===== src/rtl/fbdiv_pkg.sv =====
package fbdiv_pkg;
  localparam int unsigned MAIN_W_DEF = 10;
  localparam int unsigned SWAL_W_DEF = 6;

  typedef enum logic [0:0] {
    MOD_LOW  = 1'b0,  // prescaler divides by P
    MOD_HIGH = 1'b1   // prescaler divides by P+1
  } mod_e;
endpackage


===== src/rtl/fbdiv_load_calc.sv =====
module fbdiv_load_calc #(
  parameter int unsigned MAIN_W = 10,
  parameter int unsigned SWAL_W = 6
) (
  input  logic [MAIN_W-1:0] n_raw,
  input  logic [SWAL_W-1:0] a_raw,
  output logic [MAIN_W-1:0] n_eff,
  output logic [MAIN_W-1:0] a_eff
);
  logic [MAIN_W-1:0] a_wide;

  // Bring the swallow value to the main width; a variant per width relation.
  generate
    if (SWAL_W < MAIN_W) begin : g_ext
      assign a_wide = {{(MAIN_W-SWAL_W){1'b0}}, a_raw};
    end else begin : g_trunc
      assign a_wide = a_raw[MAIN_W-1:0];
    end
  endgenerate

  always_comb begin
    // A zero main count behaves as a one-interval period.
    n_eff = (n_raw == '0) ? {{(MAIN_W-1){1'b0}}, 1'b1} : n_raw;
    // Swallow count never exceeds the period length.
    a_eff = (a_wide > n_eff) ? n_eff : a_wide;
  end
endmodule


===== src/rtl/fbdiv_main_cnt.sv =====
module fbdiv_main_cnt #(
  parameter int unsigned MAIN_W = 10
) (
  input  logic              clk,
  input  logic              rst_n,
  input  logic              load,
  input  logic [MAIN_W-1:0] load_val,
  output logic              terminal
);
  logic [MAIN_W-1:0] cnt_q;

  always_ff @(posedge clk or negedge rst_n) begin
    if (!rst_n)      cnt_q <= {{(MAIN_W-1){1'b0}}, 1'b1};
    else if (load)   cnt_q <= load_val;
    else             cnt_q <= cnt_q - 1'b1;
  end

  assign terminal = (cnt_q == {{(MAIN_W-1){1'b0}}, 1'b1});
endmodule


===== src/rtl/fbdiv_swallow_cnt.sv =====
module fbdiv_swallow_cnt #(
  parameter int unsigned MAIN_W = 10
) (
  input  logic              clk,
  input  logic              rst_n,
  input  logic              load,
  input  logic [MAIN_W-1:0] load_val,
  output logic              active
);
  logic [MAIN_W-1:0] cnt_q;

  always_ff @(posedge clk or negedge rst_n) begin
    if (!rst_n)              cnt_q <= '0;
    else if (load)           cnt_q <= load_val;
    else if (cnt_q != '0)    cnt_q <= cnt_q - 1'b1;
  end

  assign active = (cnt_q != '0);
endmodule


===== src/rtl/dual_mod_fbdiv.sv =====
module dual_mod_fbdiv
  import fbdiv_pkg::*;
#(
  parameter int unsigned MAIN_W = MAIN_W_DEF,
  parameter int unsigned SWAL_W = SWAL_W_DEF
) (
  input  logic              clk,
  input  logic              rst_n,
  input  logic [MAIN_W-1:0] n_pins,
  input  logic [SWAL_W-1:0] a_pins,
  output logic              mod_sel,
  output logic              fb_pulse
);
  logic [MAIN_W-1:0] n_eff, a_eff;
  logic              terminal, swallow_on, reload;
  logic              primed_q;
  mod_e              mod_now;

  fbdiv_load_calc #(.MAIN_W(MAIN_W), .SWAL_W(SWAL_W)) u_calc (
    .n_raw (n_pins),
    .a_raw (a_pins),
    .n_eff (n_eff),
    .a_eff (a_eff)
  );

  // Pins are consumed only on the edge that opens a period.
  assign reload = !primed_q || terminal;

  fbdiv_main_cnt #(.MAIN_W(MAIN_W)) u_main (
    .clk      (clk),
    .rst_n    (rst_n),
    .load     (reload),
    .load_val (n_eff),
    .terminal (terminal)
  );

  fbdiv_swallow_cnt #(.MAIN_W(MAIN_W)) u_swal (
    .clk      (clk),
    .rst_n    (rst_n),
    .load     (reload),
    .load_val (a_eff),
    .active   (swallow_on)
  );

  always_ff @(posedge clk or negedge rst_n) begin
    if (!rst_n) primed_q <= 1'b0;
    else        primed_q <= 1'b1;
  end

  assign mod_now  = (primed_q && swallow_on) ? MOD_HIGH : MOD_LOW;
  assign mod_sel  = (mod_now == MOD_HIGH);
  assign fb_pulse = primed_q && terminal;
endmodule


===== config.mk =====
export PLATFORM = sky130hd
export DESIGN_NAME = dual_mod_fbdiv
export DESIGN_NICKNAME = d
export VERILOG_FILES = /design/src/rtl/fbdiv_pkg.sv /design/src/rtl/fbdiv_load_calc.sv /design/src/rtl/fbdiv_main_cnt.sv /design/src/rtl/fbdiv_swallow_cnt.sv /design/src/rtl/dual_mod_fbdiv.sv
export SDC_FILE = /design/constraint.sdc
export NUM_CORES = 1
export LEC_CHECK = 0
export BUFFER_PORTS_ARGS = -buffer_cell sky130_fd_sc_hd__clkbuf_2
export CORE_MARGIN = 3
export CORE_UTILIZATION = 59
export CTS_CLUSTER_SIZE = 24
export DETAILED_ROUTE_END_ITERATION = 8
export PLACE_DENSITY = 0.82
export SKIP_LAST_GASP = 1
export SYNTH_ARGS = -nofsm -noshare
export SYNTH_HDL_FRONTEND = slang
export SYNTH_SLANG_ARGS = --single-unit

===== constraint.sdc =====
create_clock -name clk -period 6.6 [get_ports clk]
set_clock_uncertainty 0.05 [all_clocks]
set_input_delay 1.32 -clock clk [delete_from_list [all_inputs] [get_ports clk]]
set_output_delay 1.32 -clock clk [all_outputs]
set_load 0.1 [all_outputs]

==> metrics.md <==
| Metric | Value |
|---|---|
| Minimum clock period | 3.86 ns |
| Synth cell types | 38 |
| Worst path depth | 5 |
| CTS Hold Bufs | 0 |
| Share of the synthesized area in the top cell type | 0.369 |
| IO Port Bufs | 19 |
| Clock Sinks | 21 |
| Num rows | 16 |
| Crit end category | output port |
| Dpl hpwl | 2110 um |
| Post-synth ARST share | 1.00 |
| Largest net degree at the start of global routing | 35 |
| Status | finished, final reports clean |
| CTS clk-pin slew, worst paths | ~0.12 ns |
| Max IR drop VDD | approximately 0.00016 V |
| Prevailing post-synth register cell | dfrtp_1 |
| N_diodes | 0 |
| Crit path max fanout | 3 |
| Max-cap violations | 0 |
| WL final | about 2700 um |
| Detailed Routing Iterations Pass 1 | 4 |
| RePlAce Congestion | just under 0.8 |
| CTS tree | yes |
| First-pass GRT wire length | roughly 4500 um |
| Worst Path Arrival | about 2.5 ns |
| Synth Register Bits | 21 |
| Post-CTS sizing | 0 |
| Initial antenna violation count | 0 |
| Mean Syn Cell Area | ~9.2 sq um |
| Layout Utilization | 0.717 |
| Congestion Overflow GR | 0 |
| Fmax | roughly 0.26 GHz |
| Hold_ws | approximately 0.51 ns |
| Met1 usage | 0.249 |
| Slew HR | 0.546 |
| Area grow syn2layout | 8.95% |
| Critical path, cell by cell | ha_1 -> or4b_1 -> or4_4 -> nor2_1 -> clkbuf_2 |
| Final worst slack | about 2.7 ns |
| Vias in the first global route | between 1000 and 1500 |
| Die height | between 50 and 60 um |
| Reg2Reg Depth | 5 |
| CTS max path bufs | 2 |
| Tightest Pin Transition | roughly 0.67 ns |
| Syn nets | approximately 180 |
| H-tree Lvls | 1 |
| Area of the mapped netlist | between 1000 and 1500 sq um |
| DR DRC count | 0 |
| Final slew viol count | 0 |
| Post-DRT Antenna Nets | 0 |
| CORE AREA | between 2000 and 2500 sq um |
| Hold Crit Class | reg -> reg |
| Fill count | roughly 160 |
| Crit start category | flip-flop |
| RSZ-0062 raised after global routing | false |
| M3 GR Usage | 0.0277 |
| Fin. Hold Viols | 0 |
| Initial drt markers | 30 |
| Post-synthesis sequential area ratio | 0.388 |
| Clock Latency Late Sink | just over 0.3 ns |
| Starting Density | 0.658 |
| EDFF count, synth | 0 |
| Flop pwr share | 0.539 |
| Nets | just under 200 |
| Yosys warns | 0 |
| Combinational share of power | 0.251 |
| Grt met2 use | 0.391 |
| Tcrit/Tclk final | 0.584 |
| Area leader, netlist | dfrtp_1 |
| Crit-path max cell delay | approximately 0.56 ns |
| WP data required | about 5.2 ns |
| Clk pwr share | 0.209 |
| Post-CTS setup buffer count | 0 |
| Lkg Pwr | a little over 0.7 nW |
| Ports | 20 |
| Worst Path Buf+Inv | 1 |
| Die width | about 54 um |
| CP max-delay cell | dfstp_2 |
| Root Driver | clkbuf_4 |
| Final Setup Violations | 0 |
| Most Used Layer, Global Route | met2 |
| Setup TNS | 0 ns |
| Critical path class | reg -> out |
| Int Pwr | 0.000199 W |
| Average wire per standard cell | approximately 14 um |
| Ranking of synthesized cells by area | dfrtp_1 37%, ha_1 8.3%, xnor2_1 5.2% |
| Via count | between 1000 and 1500 |
| Vias per cell | a little under 6 |
| Setup WS pre-CTS | roughly 3.1 ns |
| WHS Path Cells | 2 |
| Switching power | slightly below 0.0001 W |
| Total Routing Usage GR | 0.216 |
| Die area | slightly below 3000 sq um |
| P per Cell Area | 200 nW/um^2 |
| Sw Share | 0.328 |
| Post-Synthesis Cells | 148 |
| Crit-path leading delay family | simple AND/OR/NAND/NOR gates |
| CTS Buf Count | 3 |
| Layout cell share with drive strength beyond 1 | 0.180 |
synth_stat cells, types with 3 or more instances:
cell type and n:
nand3_1 6, dfrtp_1 20, nand2_1 14, nand4_1 3
a21o_1 3, a21oi_1 11, nor2_1 10, nor3_1 3
o31ai_1 3, xnor2_1 8, ha_1 9, xor2_1 4
o21ai_0 9, inv_1 12, mux2i_1 3, nor4_1 3
worst min-delay path, cell delays in order (launching register included):
cell and delay, ns:
dfrtp_1 0.40, o41ai_1 0.06, a21oi_1 0.06
registers in the layout, indices dropped and copies added (netlist names):
register / cells
primed_q: 1
u_main.cnt_q: 10
u_swal.cnt_q: 10
cells by family after synthesis:
logic type	count (synthesis)	synth area share
compound gates	34	0.161
xor+xnor	12	0.0775
fa+ha+maj	9	0.0830
flops	21	0.388
mux	4	0.0304
simple gates	51	0.197
other cells	1	0.00276
buf+inv	16	0.0590
metrics by stage:
| step | power [W] | area (sq um) | std cells |
|---|---|---|---|
| final | 0.000296 | 1480 | 194 |
| after global routing | 0.000315 | 1480 | 194 |
| after CTS | 0.000297 | 1480 | 194 |
| after detailed placement | 0.000235 | 1450 | 190 |
| after global placement | 0.000231 | 1450 | 190 |
| after floorplan | 0.000214 | 1360 | 148 |
metal layers:
| metal | up-vias | routed length, um |
|---|---|---|
| met3 | 4 | 118 |
| li1 | 560 | - |
| met5 | - | 0 |
| met2 | 24 | 1430 |
| met1 | 546 | 1160 |
| met4 | 0 | 35 |
power by group through the flow:
stage	Sequential (W)	Combinational (W)	Clock, W
floorplan	0.000158	0.0000561	0
global placement	0.000160	0.0000711	0
detailed placement	0.000161	0.0000738	0
CTS	0.000159	0.0000746	0.0000637
global route	0.000161	0.0000841	0.0000694
finish	0.000160	0.0000744	0.0000620
final timing paths:
path / end / slack, ns / start
setup / recovery: fb_pulse / 2.74 / u_main.cnt_q[0]$_DFF_PN1_
max in group asynchronous: u_main.cnt_q[0]$_DFF_PN1_ / 5.22 / rst_n
min in group asynchronous: u_swal.cnt_q[6]$_DFFE_PN0P_ / 0.90 / rst_n
hold reg to reg: u_swal.cnt_q[8]$_DFFE_PN0P_ / 0.51 / u_swal.cnt_q[8]$_DFFE_PN0P_
setup reg to reg: u_main.cnt_q[0]$_DFF_PN1_ / 4.18 / u_main.cnt_q[0]$_DFF_PN1_
hold / removal: u_swal.cnt_q[8]$_DFFE_PN0P_ / 0.51 / u_swal.cnt_q[8]$_DFFE_PN0P_
layout by cell type (no fill, tap or decap), types with 2 or more instances in the layout:
cell	Yosys	final
or3_1	2	2
nand2_1	14	14
a21oi_1	11	11
ha_1	9	9
dfrtp_1	20	20
o31ai_1	3	3
nor4_1	3	3
or4_1	2	2
nor2_1	10	10
clkbuf_4	0	3
nor3_1	3	3
xor2_1	4	4
a21o_1	3	3
o211ai_1	2	2
nand3_1	6	6
nand4_1	3	3
clkbuf_2	0	19
o21ai_0	9	9
inv_1	12	12
mux2i_1	3	3
nor2b_1	2	2
xnor2_1	8	8
final cells by class:
cell class                 count  area [sq um]  share of cell area
inverter                      12          45.0              0.0305
sequential                    21           527               0.356
clock buffer                   3          22.5              0.0152
clock inverter                 1          5.00             0.00339
tap                           27          33.8              0.0229
timing repair buffer          19          95.1              0.0644
multi-input combinational    111           749               0.507
Power figures use the tool's default switching activity.
